[src/rtl/ds_tx_pkg.sv]
package ds_tx_pkg;

  typedef enum logic [1:0] {
    SPD_S100 = 2'd0,
    SPD_S200 = 2'd1,
    SPD_S400 = 2'd2,
    SPD_RSVD = 2'd3
  } spd_e;

  // log2 of fast cycles per serial bit; reserved code runs at the lowest rate
  function automatic int hold_log2(spd_e s);
    case (s)
      SPD_S400: return 0;
      SPD_S200: return 1;
      default:  return 2;
    endcase
  endfunction

  // strobe flips whenever the data line would not
  function automatic logic next_strobe(logic b_new, logic data_prev, logic strobe_prev);
    return strobe_prev ^ (b_new ~^ data_prev);
  endfunction

endpackage

[src/rtl/ds_tx_ctrl.sv]
module ds_tx_ctrl
  import ds_tx_pkg::*;
#(
  parameter int PH_W = 3
) (
  input  logic       clk,
  input  logic       rst_n,
  input  logic       sys_ce,
  input  logic       tx_en,
  input  logic [1:0] speed_code,
  output spd_e       spd_cur,
  output logic       load,
  output logic       shift,
  output logic       emit
);

  logic            tx_en_d;
  logic            active;
  logic            rise;
  spd_e            spd_q;
  logic [PH_W-1:0] ph;
  logic [PH_W-1:0] hold_mask;

  assign rise      = tx_en & ~tx_en_d;
  assign spd_cur   = rise ? spd_e'(speed_code) : spd_q;
  assign hold_mask = PH_W'((1 << hold_log2(spd_cur)) - 1);
  assign load      = sys_ce & tx_en;
  assign shift     = active & tx_en & ~load & ((ph & hold_mask) == hold_mask);
  assign emit      = active & tx_en & ((ph & hold_mask) == '0);

  always_ff @(posedge clk or negedge rst_n) begin
    if (!rst_n) begin
      tx_en_d <= 1'b0;
      spd_q   <= SPD_S100;
      active  <= 1'b0;
      ph      <= '0;
    end else begin
      tx_en_d <= tx_en;
      if (rise) spd_q <= spd_e'(speed_code);
      if (!tx_en) begin
        active <= 1'b0;
        ph     <= '0;
      end else if (load) begin
        active <= 1'b1;
        ph     <= '0;
      end else begin
        ph <= ph + 1'b1;
      end
    end
  end

  AST_SPEED_HOLD: assert property (@(posedge clk) disable iff (!rst_n)
    (tx_en && tx_en_d) |=> (spd_q == $past(spd_q)));

  AST_BIT_SPAN: assert property (@(posedge clk) disable iff (!rst_n)
    (emit && (spd_cur != SPD_S400)) |=> !emit);

endmodule

[src/rtl/ds_tx_shifter.sv]
module ds_tx_shifter
  import ds_tx_pkg::*;
#(
  parameter int LANES = 8
) (
  input  logic             clk,
  input  logic             rst_n,
  input  logic             tx_en,
  input  logic             load,
  input  logic             shift,
  input  spd_e             spd,
  input  logic [LANES-1:0] word,
  output logic             cur_bit
);

  logic [LANES-1:0] shreg;
  logic [LANES-1:0] lane_mask;

  for (genvar gi = 0; gi < LANES; gi++) begin : g_lane
    assign lane_mask[gi] = (gi < (LANES >> hold_log2(spd)));
  end

  assign cur_bit = shreg[0];

  always_ff @(posedge clk or negedge rst_n) begin
    if (!rst_n)      shreg <= '0;
    else if (!tx_en) shreg <= '0;
    else if (load)   shreg <= word & lane_mask;
    else if (shift)  shreg <= shreg >> 1;
  end

  AST_SHREG_CLEAR: assert property (@(posedge clk) disable iff (!rst_n)
    !tx_en |=> (shreg == '0));

endmodule

[src/rtl/ds_tx_line.sv]
module ds_tx_line
  import ds_tx_pkg::*;
(
  input  logic clk,
  input  logic rst_n,
  input  logic tx_en,
  input  logic emit,
  input  logic bit_in,
  output logic data_q,
  output logic strobe_q
);

  always_ff @(posedge clk or negedge rst_n) begin
    if (!rst_n) begin
      data_q   <= 1'b0;
      strobe_q <= 1'b0;
    end else if (!tx_en) begin
      data_q   <= 1'b0;
      strobe_q <= 1'b0;
    end else if (emit) begin
      data_q   <= bit_in;
      strobe_q <= next_strobe(bit_in, data_q, strobe_q);
    end
  end

  AST_ONE_FLIP: assert property (@(posedge clk) disable iff (!rst_n)
    emit |=> ((data_q ^ strobe_q) != $past(data_q ^ strobe_q)));

  AST_LINE_QUIET: assert property (@(posedge clk) disable iff (!rst_n)
    (tx_en && !emit) |=> ($stable(data_q) && $stable(strobe_q)));

  AST_IDLE_LOW: assert property (@(posedge clk) disable iff (!rst_n)
    !tx_en |=> (!data_q && !strobe_q));

endmodule

[src/rtl/ds_tx_encoder.sv]
module ds_tx_encoder
  import ds_tx_pkg::*;
#(
  parameter int LANES = 8
) (
  input  logic             clk,
  input  logic             rst_n,
  input  logic             sys_ce,
  input  logic             tx_en,
  input  logic [1:0]       speed_code,
  input  logic [LANES-1:0] par_data,
  output logic             ser_data,
  output logic             ser_strobe
);

  localparam int PH_W = $clog2(LANES);

  spd_e spd_cur;
  logic load;
  logic shift;
  logic emit;
  logic cur_bit;
  logic data_q;
  logic strobe_q;

  ds_tx_ctrl #(.PH_W(PH_W)) u_ctrl (
    .clk        (clk),
    .rst_n      (rst_n),
    .sys_ce     (sys_ce),
    .tx_en      (tx_en),
    .speed_code (speed_code),
    .spd_cur    (spd_cur),
    .load       (load),
    .shift      (shift),
    .emit       (emit)
  );

  ds_tx_shifter #(.LANES(LANES)) u_shift (
    .clk     (clk),
    .rst_n   (rst_n),
    .tx_en   (tx_en),
    .load    (load),
    .shift   (shift),
    .spd     (spd_cur),
    .word    (par_data),
    .cur_bit (cur_bit)
  );

  ds_tx_line u_line (
    .clk      (clk),
    .rst_n    (rst_n),
    .tx_en    (tx_en),
    .emit     (emit),
    .bit_in   (cur_bit),
    .data_q   (data_q),
    .strobe_q (strobe_q)
  );

  assign ser_data   = data_q & tx_en;
  assign ser_strobe = strobe_q & tx_en;

endmodule

[config.mk]
export PLATFORM = sky130hd
export DESIGN_NAME = ds_tx_encoder
export DESIGN_NICKNAME = d
export VERILOG_FILES = /design/src/rtl/ds_tx_pkg.sv /design/src/rtl/ds_tx_ctrl.sv /design/src/rtl/ds_tx_shifter.sv /design/src/rtl/ds_tx_line.sv /design/src/rtl/ds_tx_encoder.sv
export SDC_FILE = /design/constraint.sdc
export NUM_CORES = 1
export LEC_CHECK = 0
export BUFFER_PORTS_ARGS = -buffer_cell sky130_fd_sc_hd__buf_4
export CAP_MARGIN = 25
export CORE_MARGIN = 1
export CORE_UTILIZATION = 45
export DETAILED_ROUTE_END_ITERATION = 7
export PLACE_DENSITY = 0.67
export SETUP_SLACK_MARGIN = 0.05
export SLEW_MARGIN = 15
export SYNTH_ARGS = -nofsm -noshare
export SYNTH_HDL_FRONTEND = slang
export SYNTH_SLANG_ARGS = --single-unit
[constraint.sdc]
create_clock -name clk -period 2.27 [get_ports clk]
set_input_delay 0.1135 -clock clk [delete_from_list [all_inputs] [get_ports clk]]
set_output_delay 0.1135 -clock clk [all_outputs]
set_load 0.05 [all_outputs]
==> results.toml, run 1 <==
[worst_setup_path]
cp_max_fo = 6
crit_chain = "nand2b_1 > mux2i_1 > inv_1 > ha_1 > nor2b_2 > o21ai_4 > nand2_2 > a32o_1"
start_kind = "flip-flop"
end_kind = "flip-flop"
critical_path_required_ps = 2460
worst_path_largest_cell_delay_ps = 390
critPathArrivalTime_ps = 2070
cp_slowest_cell = "dfrtp_1"
critPathKind = "reg -> reg"

[die]
die_area_um2 = 2170
core-area_um2 = 1802
row_count = 15
start_util_pct = 49.65
io_pins = 16
die_x_um = 46.59
fp.dieH_um = 46.59

[layout]
antenna_cells = 0
multi_input_area_um2 = 439.2
syn_to_final_growth_pct = 18.60
finish.net_count = 122
regArea_um2 = 425.4
fin_util_pct = 58.89
fill_cells = 164
drive_gt1_share_pct = 26.92

[synthesis]
syn_nets = 103
synth-main-ff-cell = "dfrtp_1"
synth_seq_cells = 17
ys_top_cells_by_count = "dfrtp_1, nand2_1, nand3_1"
synthCells = 86
synth_most_common_cell = "dfrtp_1"
synth.area.mux_share_pct = 3.636
ys_warn_count = 0
synth_xor_area_share_pct = 2.937
synthSimpleGateAreaFrac_pct = 19.86
synth.distinct_cells = 31
synth_top_area_cell = "dfrtp_1"
seq_area_frac_synth_pct = 47.55
yosysTopAreaCellShare_pct = 47.55
synth_compound_area_share_pct = 18.46
synth_edf_count = 0
syn-cell-area_um2 = 894.6
yosys.area_share.adder_pct = 4.196
synthTopCellsByArea = "dfrtp_1, ha_1, nand3_1"
synth_top_family_by_area = "simple AND/OR/NAND/NOR gates"
synthArstFlopShare_pct = 100.0
postSynthAreaPerCell_um2 = 10.40

[run]
max_cap_violations = 0

[worst_hold_path]
holdCritPathClass = "in -> reg"

[route]
dr.pass1.iters = 4
num_vias = 726
wl_um = 1767
drc = 0
wl_per_cell_um = 13.70
avgViaCountPerCell = 5.628
drtAntennaViolNets = 0
drt_iter0_markers = 19

[power]
p_int_uw = 446.2
power.density_nw_per_um2 = 602.1
swShare_pct = 30.16
switchingPower_uw = 192.7
p_leak_uw = 0.0004998
clockPowerShare_pct = 25.2
seqPwrFrac_pct = 52.0
p_comb_share_pct = 22.8
ir_worst_vdd_mv = 0.3378

[timing]
setup_violations = 0
worstMarginPinSlew_ps = 493.8
period_minus_slack_ps = 1887
rsz0062_at_grt = "no"
finalHoldViolCount = 0
finalClockSkew_ps = 2.565
maxSlewHeadroom_pct = 66.93
max_freq_ghz = 0.5301
finalSetupTns_ps = 0
fin_crit_sh_pct = 83.11
drv_slew = 0

[global_routing]
grt_first_pass_wirelength_um = 3125
grt_max_degree = 18
grt-ovfl-total = 0
antenna_found_initial = 0
grtUsageTotal_pct = 20.75
grt_pass1_vias = 728

[clock_tree]
clk_path_buf_depth = 2
numCtsBuffers = 3
cts_resized = 0
clock_latency_ps = 290
cts_tree = "yes"
cts_setup_buffers = 0
numClockSinks = 17
cts.clk_slew.worst_paths_ps = 100
cts_root_buf = "clkbuf_4"
h-tree-depth = 1

[run_status]
status = "finished, final reports clean"

[placed_design]
dpl.hpwl_um = 1281
gp_congestion = 0.7605
portBuffers = 15
-- final timing paths --
kind	from	depth (start not counted)	slack (ps)	end
hold reg to reg	u_shift.shreg[1]	1	520	u_shift.shreg[1]
setup reg to reg	u_ctrl.tx_en_d	8	380	u_shift.shreg[7]
min in group asynchronous	rst_n	2	210	u_ctrl.ph[2]
hold / removal	par_data[5]	3	20	u_shift.shreg[5]
setup / recovery	u_ctrl.tx_en_d	8	380	u_shift.shreg[7]
max in group asynchronous	rst_n	2	1870	u_shift.shreg[4]
-- metal layers --
metal	GRT usage, %	wire length, um	share of wire, %	up-vias
li1	-	-	-	347
met1	27.38	823	47	350
met2	31.94	852	48	29
met3	3.529	91	5.1	0
met4	11.18	0	0	0
met5	0	0	0	-
-- cells in the final DEF, fill, tap and decap left out, types with 3 or more instances in the layout --
master	synthesis	layout
o211ai_1	3	3
and2_1	3	3
dfrtp_1	17	17
buf_4	2	15
nand3_1	7	7
inv_1	4	4
clkbuf_4	0	3
o21ai_1	5	5
nand4_1	3	3
nand2_1	9	9
ha_1	3	3
-- registers in the layout, indices dropped and copies added (netlist names) --
register,cells
u_line.strobe_q,1
u_shift.shreg,8
u_ctrl.spd_q,2
u_ctrl.ph,3
u_ctrl.tx_en_d,1
u_line.data_q,1
u_ctrl.active,1
-- area by class of cell --
type / count / share of cell area (%)
clock buffers: 3 / 2.123
repair buffers: 16 / 11.56
well taps: 25 / 2.948
multi-input cells: 63 / 41.39
inverters: 4 / 1.415
clock inverters: 1 / 0.4717
flip-flops and latches: 17 / 40.09
-- power groups by stage --
stage          Clock, uW  Combinational [uW]  Sequential (uW)
2_1_floorplan          0                99.3              335
3_3_place_gp           0                 141              338
3_5_place_dp           0                 144              338
4_1_cts              168                 146              332
5_1_grt              181                 161              335
6_report             161                 146              332
-- repair_timing --
item | 4_1_cts | 5_1_grt
hold buffers | 1 | 0
endpoints found under the hold margin | 17 | 0
endpoints found under the setup margin | 0 | 0
-- logic make-up (layout without fill, tap and decap cells) --
family,Yosys count,in the layout
flops,17,17
fa+ha+maj,3,3
xor+xnor,3,3
mux,3,3
simple gates,33,33
compound gates,21,21
buf+inv,6,24
-- worst max-delay path: cells and delay by family, from the launching register on --
family	cells	cell delay (ps)
buffers and inverters	1	90
adder cells (fa/ha/maj)	1	210
AO/OA/AOI/OAI	2	460
flip-flops	1	390
AND/OR/NAND/NOR	3	420
multiplexers	1	210
-- stage by stage --
step	total power, uW	cell area [um2]	worst slack [ps]	hold slack (ps)	cells
finish	638.8	1061	383.4	19.79	129
global route	676.5	1061	213.9	4.538	129
CTS	645.6	1061	375.6	12.02	129
detailed placement	482.1	1023	391.3	-9.606	124
global placement	478.8	1023	455.5	-9.687	124
floorplan	434.3	894.6	528.2	-182.1	86
(Power assumes the default switching activity.)
==> run 2: changes to the inputs <==
clock period = 1.8 ns   (was 2.27 ns; I/O delays follow)
==> results.toml, run 2 (synthesis gave the netlist of run 1 again) <==
[route]
drt_iter0_markers = 15
avgViaCountPerCell = 5.551
num_vias = 755
wl_um = 1994
drc = 0
dr.pass1.iters = 4
wl_per_cell_um = 14.66
drtAntennaViolNets = 0

[layout]
layout_common_cells = "buf_4, dfrtp_1, nand3_1"
fin_cells = 136
reg_top3 = "u_shift.shreg x8, u_ctrl.ph x3, u_ctrl.spd_q x2"
fin_util_pct = 67.50
fill_cells = 153
top_register = "u_shift.shreg"
syn_to_final_growth_pct = 35.94
finish.net_count = 129
largest_reg_flops = 8
final_common_cell = "buf_4"
drive_gt1_share_pct = 40.54
antenna_cells = 0

[worst_setup_path]
end_kind = "flip-flop"
crit_chain = "nand2b_4 > mux2i_4 > ha_2 > o21ai_4 > buf_4 > a41oi_2 > o21ai_1"
crit_family = "adder cells"
critPathBufInv = 1
critPathArrivalTime_ps = 1950
cp_max_fo = 5
critPathKind = "reg -> reg"
worst_path_largest_cell_delay_ps = 420
start_kind = "flip-flop"
cp_slowest_cell = "ha_2"
critical_path_required_ps = 1970

[global_routing]
antenna_found_initial = 0
grt_max_degree = 18
grtUsageTotal_pct = 21.07
grt_first_pass_wirelength_um = 3160
grt_pass1_vias = 717
grt-ovfl-total = 0

[timing]
finalSetupTns_ps = 0
fin_crit_sh_pct = 98.65
period_minus_slack_ps = 1776
max_freq_ghz = 0.5632
rsz0062_at_grt = "yes"
finalClockSkew_ps = 9.853
whs_ps = 8.204
setup_violations = 0
finalHoldViolCount = 0
drv_slew = 0
maxSlewHeadroom_pct = 61.98
layout_setup_ws_ps = 24.29
worstMarginPinSlew_ps = 567.8

[power]
swShare_pct = 31.00
ir_worst_vdd_mv = 0.4494
clockPowerShare_pct = 23.5
switchingPower_uw = 273.4
power.density_nw_per_um2 = 725.3
p_leak_uw = 0.0005391
seqPwrFrac_pct = 47.8
p_int_uw = 608.7
p_comb_share_pct = 28.7

[worst_hold_path]
holdCritPathClass = "in -> reg"

[clock_tree]
cts_root_buf = "clkbuf_4"
clock_latency_ps = 290
clk_path_buf_depth = 2
cts.clk_slew.worst_paths_ps = 110
numClockSinks = 17
numCtsBuffers = 3
cts_tree = "yes"
h-tree-depth = 1

[die]
die_x_um = 46.59
row_count = 15
io_pins = 16
start_util_pct = 49.65
fp.dieH_um = 46.59
core-area_um2 = 1802
die_area_um2 = 2170

[placed_design]
gp_congestion = 0.7513
dpl.hpwl_um = 1340
pre_cts_slack_ps = -45.05
portBuffers = 15
dpl.cell_count = 126

[run_status]
status = "finished, final reports clean"

[run]
max_cap_violations = 0
## run 2: cell count changes in the layout (fill, tap and decap cells not counted), sizes merged
| cell | before | now |
|---|---|---|
| buf | 15 | 19 |
| clkinv | 1 | 0 |
| clkinvlp | 0 | 1 |
| dlygate4sd3 | 1 | 4 |
## run 2: final timing paths
check                            startpoint          endpoint  slack [ps]  cells past startpoint
max                          u_ctrl.tx_en_d  u_shift.shreg[3]          20                      7
min                             par_data[6]  u_shift.shreg[6]           8                      3
max reg2reg                  u_ctrl.tx_en_d  u_shift.shreg[3]          20                      7
min reg2reg                u_shift.shreg[1]  u_shift.shreg[1]         510                      1
max in group asynchronous             rst_n  u_shift.shreg[6]        1410                      2
min in group asynchronous             rst_n   u_ctrl.spd_q[1]         190                      2
## run 2: power by group through the flow
stage               clock network, uW  logic (uW)  registers, uW
finish                            207         253            422
detailed placement                  0         192            427
global placement                    0         190            426
global route                      240         275            425
CTS                               215         232            420
floorplan                           0         125            422
## run 2: what timing repair did
action                                  4_1_cts  5_1_grt
endpoints found under the setup margin       10       10
hold endpoints to repair                     20        0
pin swaps                                     8        8
hold buffers                                  4        0
cloned                                        0        0
resized for setup                            11        9
setup buffers                                 2        0
## run 2: stage by stage
step / power, uW / cell area (um2)
after global routing: 939.7 / 1216
after detailed placement: 618.6 / 1039
after CTS: 866.4 / 1169
after global placement: 615.8 / 1039
final: 882.1 / 1216
after floorplan: 547.7 / 894.6
## run 2: area by class of cell
type / count / area [um2] / share of cell area (%)
inverters: 4 / 15.01 / 1.235
clock inverters: 1 / 7.507 / 0.6173
repair buffers: 23 / 182.7 / 15.02
flip-flops and latches: 17 / 425.4 / 34.98
multi-input cells: 63 / 531.8 / 43.72
well taps: 25 / 31.28 / 2.572
clock buffers: 3 / 22.52 / 1.852
## run 2: worst register-to-register path, stage by stage (launching register included)
cell and delay, ps:
dfrtp_1 390, nand2b_4 160, mux2i_4 190, ha_2 420, o21ai_4 80, buf_4 160
a41oi_2 180, o21ai_1 90
## run 2: per-layer routing
layer / global-route usage (%) / up-vias / share of wire [%]
met5: 0 / - / 0
met4: 10.59 / 0 / 0.65
met3: 3.922 / 2 / 4.2
met2: 32.50 / 21 / 50
met1: 27.78 / 373 / 45
li1: - / 359 / -
==> run 3: changes to the inputs <==
==> constraint.sdc (replaced) <==
create_clock -name clk -period 2.16 [get_ports clk]
set_input_delay 0.324 -clock clk [delete_from_list [all_inputs] [get_ports clk]]
set_output_delay 0.324 -clock clk [all_outputs]
set_load 0.05 [all_outputs]
==> results.toml, run 3 (synthesis gave the netlist of run 1 again) <==
[run_status]
status = "finished, final reports clean"

[placed_design]
dpl.hpwl_um = 1324
pre_cts_slack_ps = 172.9
portBuffers = 15
gp_congestion = 0.7962

[timing]
finalClockSkew_ps = 2.221
layout_setup_ws_ps = 268.9
drv_slew = 0
worstMarginPinSlew_ps = 512.2
whs_ps = 238.6
finalSetupTns_ps = 0
setup_violations = 0
rsz0062_at_grt = "no"
max_freq_ghz = 0.5288
maxSlewHeadroom_pct = 65.70
period_minus_slack_ps = 1891
fin_crit_sh_pct = 87.55
finalHoldViolCount = 0

[route]
drc = 0
drtAntennaViolNets = 0
wl_um = 1719
wl_per_cell_um = 13.33
drt_iter0_markers = 11
num_vias = 704
avgViaCountPerCell = 5.457
dr.pass1.iters = 4

[clock_tree]
cts_root_buf = "clkbuf_4"
numClockSinks = 17
cts_resized = 0
cts_tree = "yes"
clk_path_buf_depth = 2
numCtsBuffers = 3
cts.clk_slew.worst_paths_ps = 90
clock_latency_ps = 280
h-tree-depth = 1

[worst_setup_path]
start_kind = "flip-flop"
r2r_cells = 8
critPathKind = "reg -> reg"
cp_max_fo = 6
critical_path_required_ps = 2330
end_kind = "flip-flop"
critPathArrivalTime_ps = 2060

[layout]
layout_common_cells = "dfrtp_1, buf_4, nand2_1"
syn_to_final_growth_pct = 18.46
reg_top3 = "u_shift.shreg x8, u_ctrl.ph x3, u_ctrl.spd_q x2"
final_common_cell = "dfrtp_1"
largest_reg_flops = 8
drive_gt1_share_pct = 25.96
fill_cells = 164
finish.net_count = 122
top_register = "u_shift.shreg"
antenna_cells = 0

[global_routing]
antenna_found_initial = 0
grt_first_pass_wirelength_um = 2732
grtUsageTotal_pct = 18.28
grt_max_degree = 18
grt_pass1_vias = 643
grt-ovfl-total = 0

[die]
core-area_um2 = 1802
die_area_um2 = 2170
die_x_um = 46.59
io_pins = 16
row_count = 15
start_util_pct = 49.65
fp.dieH_um = 46.59

[worst_hold_path]
holdCritPathClass = "in -> reg"
worstHoldPathCells = 3

[power]
total_power_uw = 662.6
power.density_nw_per_um2 = 625.2
p_leak_uw = 0.0004971
ir_worst_vdd_mv = 0.4118

[run]
max_cap_violations = 0
[run 3: cell count changes in the layout (fill, tap and decap cells not counted), sizes merged]
cell and delta:
buf -4, dlygate4sd3 -3, clkbuf +1, clkinvlp -1
[run 3: repair_timing]
action | CTS | global route
endpoints found under the hold margin | 17 | 0
endpoints found under the setup margin | 0 | 0
hold buffers | 1 | 0
buffers inserted | 0 | 0
[run 3: path summary, 6_finish.rpt]
check                                   end       startpoint  slack (ps)
min                        u_shift.shreg[4]      par_data[4]         240
min in group asynchronous    u_ctrl.tx_en_d            rst_n         450
max                        u_shift.shreg[7]   u_ctrl.tx_en_d         270
min reg2reg                 u_ctrl.spd_q[1]  u_ctrl.spd_q[1]         520
max in group asynchronous  u_shift.shreg[7]            rst_n        1530
max reg2reg                u_shift.shreg[7]   u_ctrl.tx_en_d         270
[run 3: power by group]
| part | switching [uW] | internal, uW | total [uW] |
|---|---|---|---|
| Sequential | 11.7 | 337 | 349 |
| Combinational | 89.4 | 62.5 | 152 |
| Clock | 90.1 | 71.5 | 162 |
| Total | 191 | 471 | 663 |
[run 3: layout make-up]
type / count / area (um2) / share of cell area (%)
clock buffer: 4 / 26.28 / 2.479
inverter: 4 / 15.01 / 1.417
multi-input combinational: 63 / 439.2 / 41.44
sequential: 17 / 425.4 / 40.14
tap: 25 / 31.28 / 2.952
timing repair buffer: 16 / 122.6 / 11.57
[run 3: through the flow]
step | instance area (um2) | cells | util [%]
floorplan | 894.6 | 86 | -
global placement | 1023 | 124 | 56.81
detailed placement | 1023 | 124 | 56.81
CTS | 1060 | 129 | 58.82
global route | 1060 | 129 | 58.82
finish | 1060 | 129 | 58.82
[run 3: metal layers]
layer | track usage (%) | wire length (um) | vias up
li1 | - | - | 348
met1 | 24.09 | 845 | 340
met2 | 28.61 | 789 | 14
met3 | 4.314 | 68 | 2
met4 | 7.059 | 15 | 0
met5 | 0 | 0 | -
[run 3: worst max-delay path, stage by stage (launching register included)]
cell      delay, ps
dfrtp_1         380
nand2b_1        170
mux2i_1         200
inv_1            80
ha_1            220
nor2b_2         170
o21ai_4         200
nand2_2         100
a32o_1          260
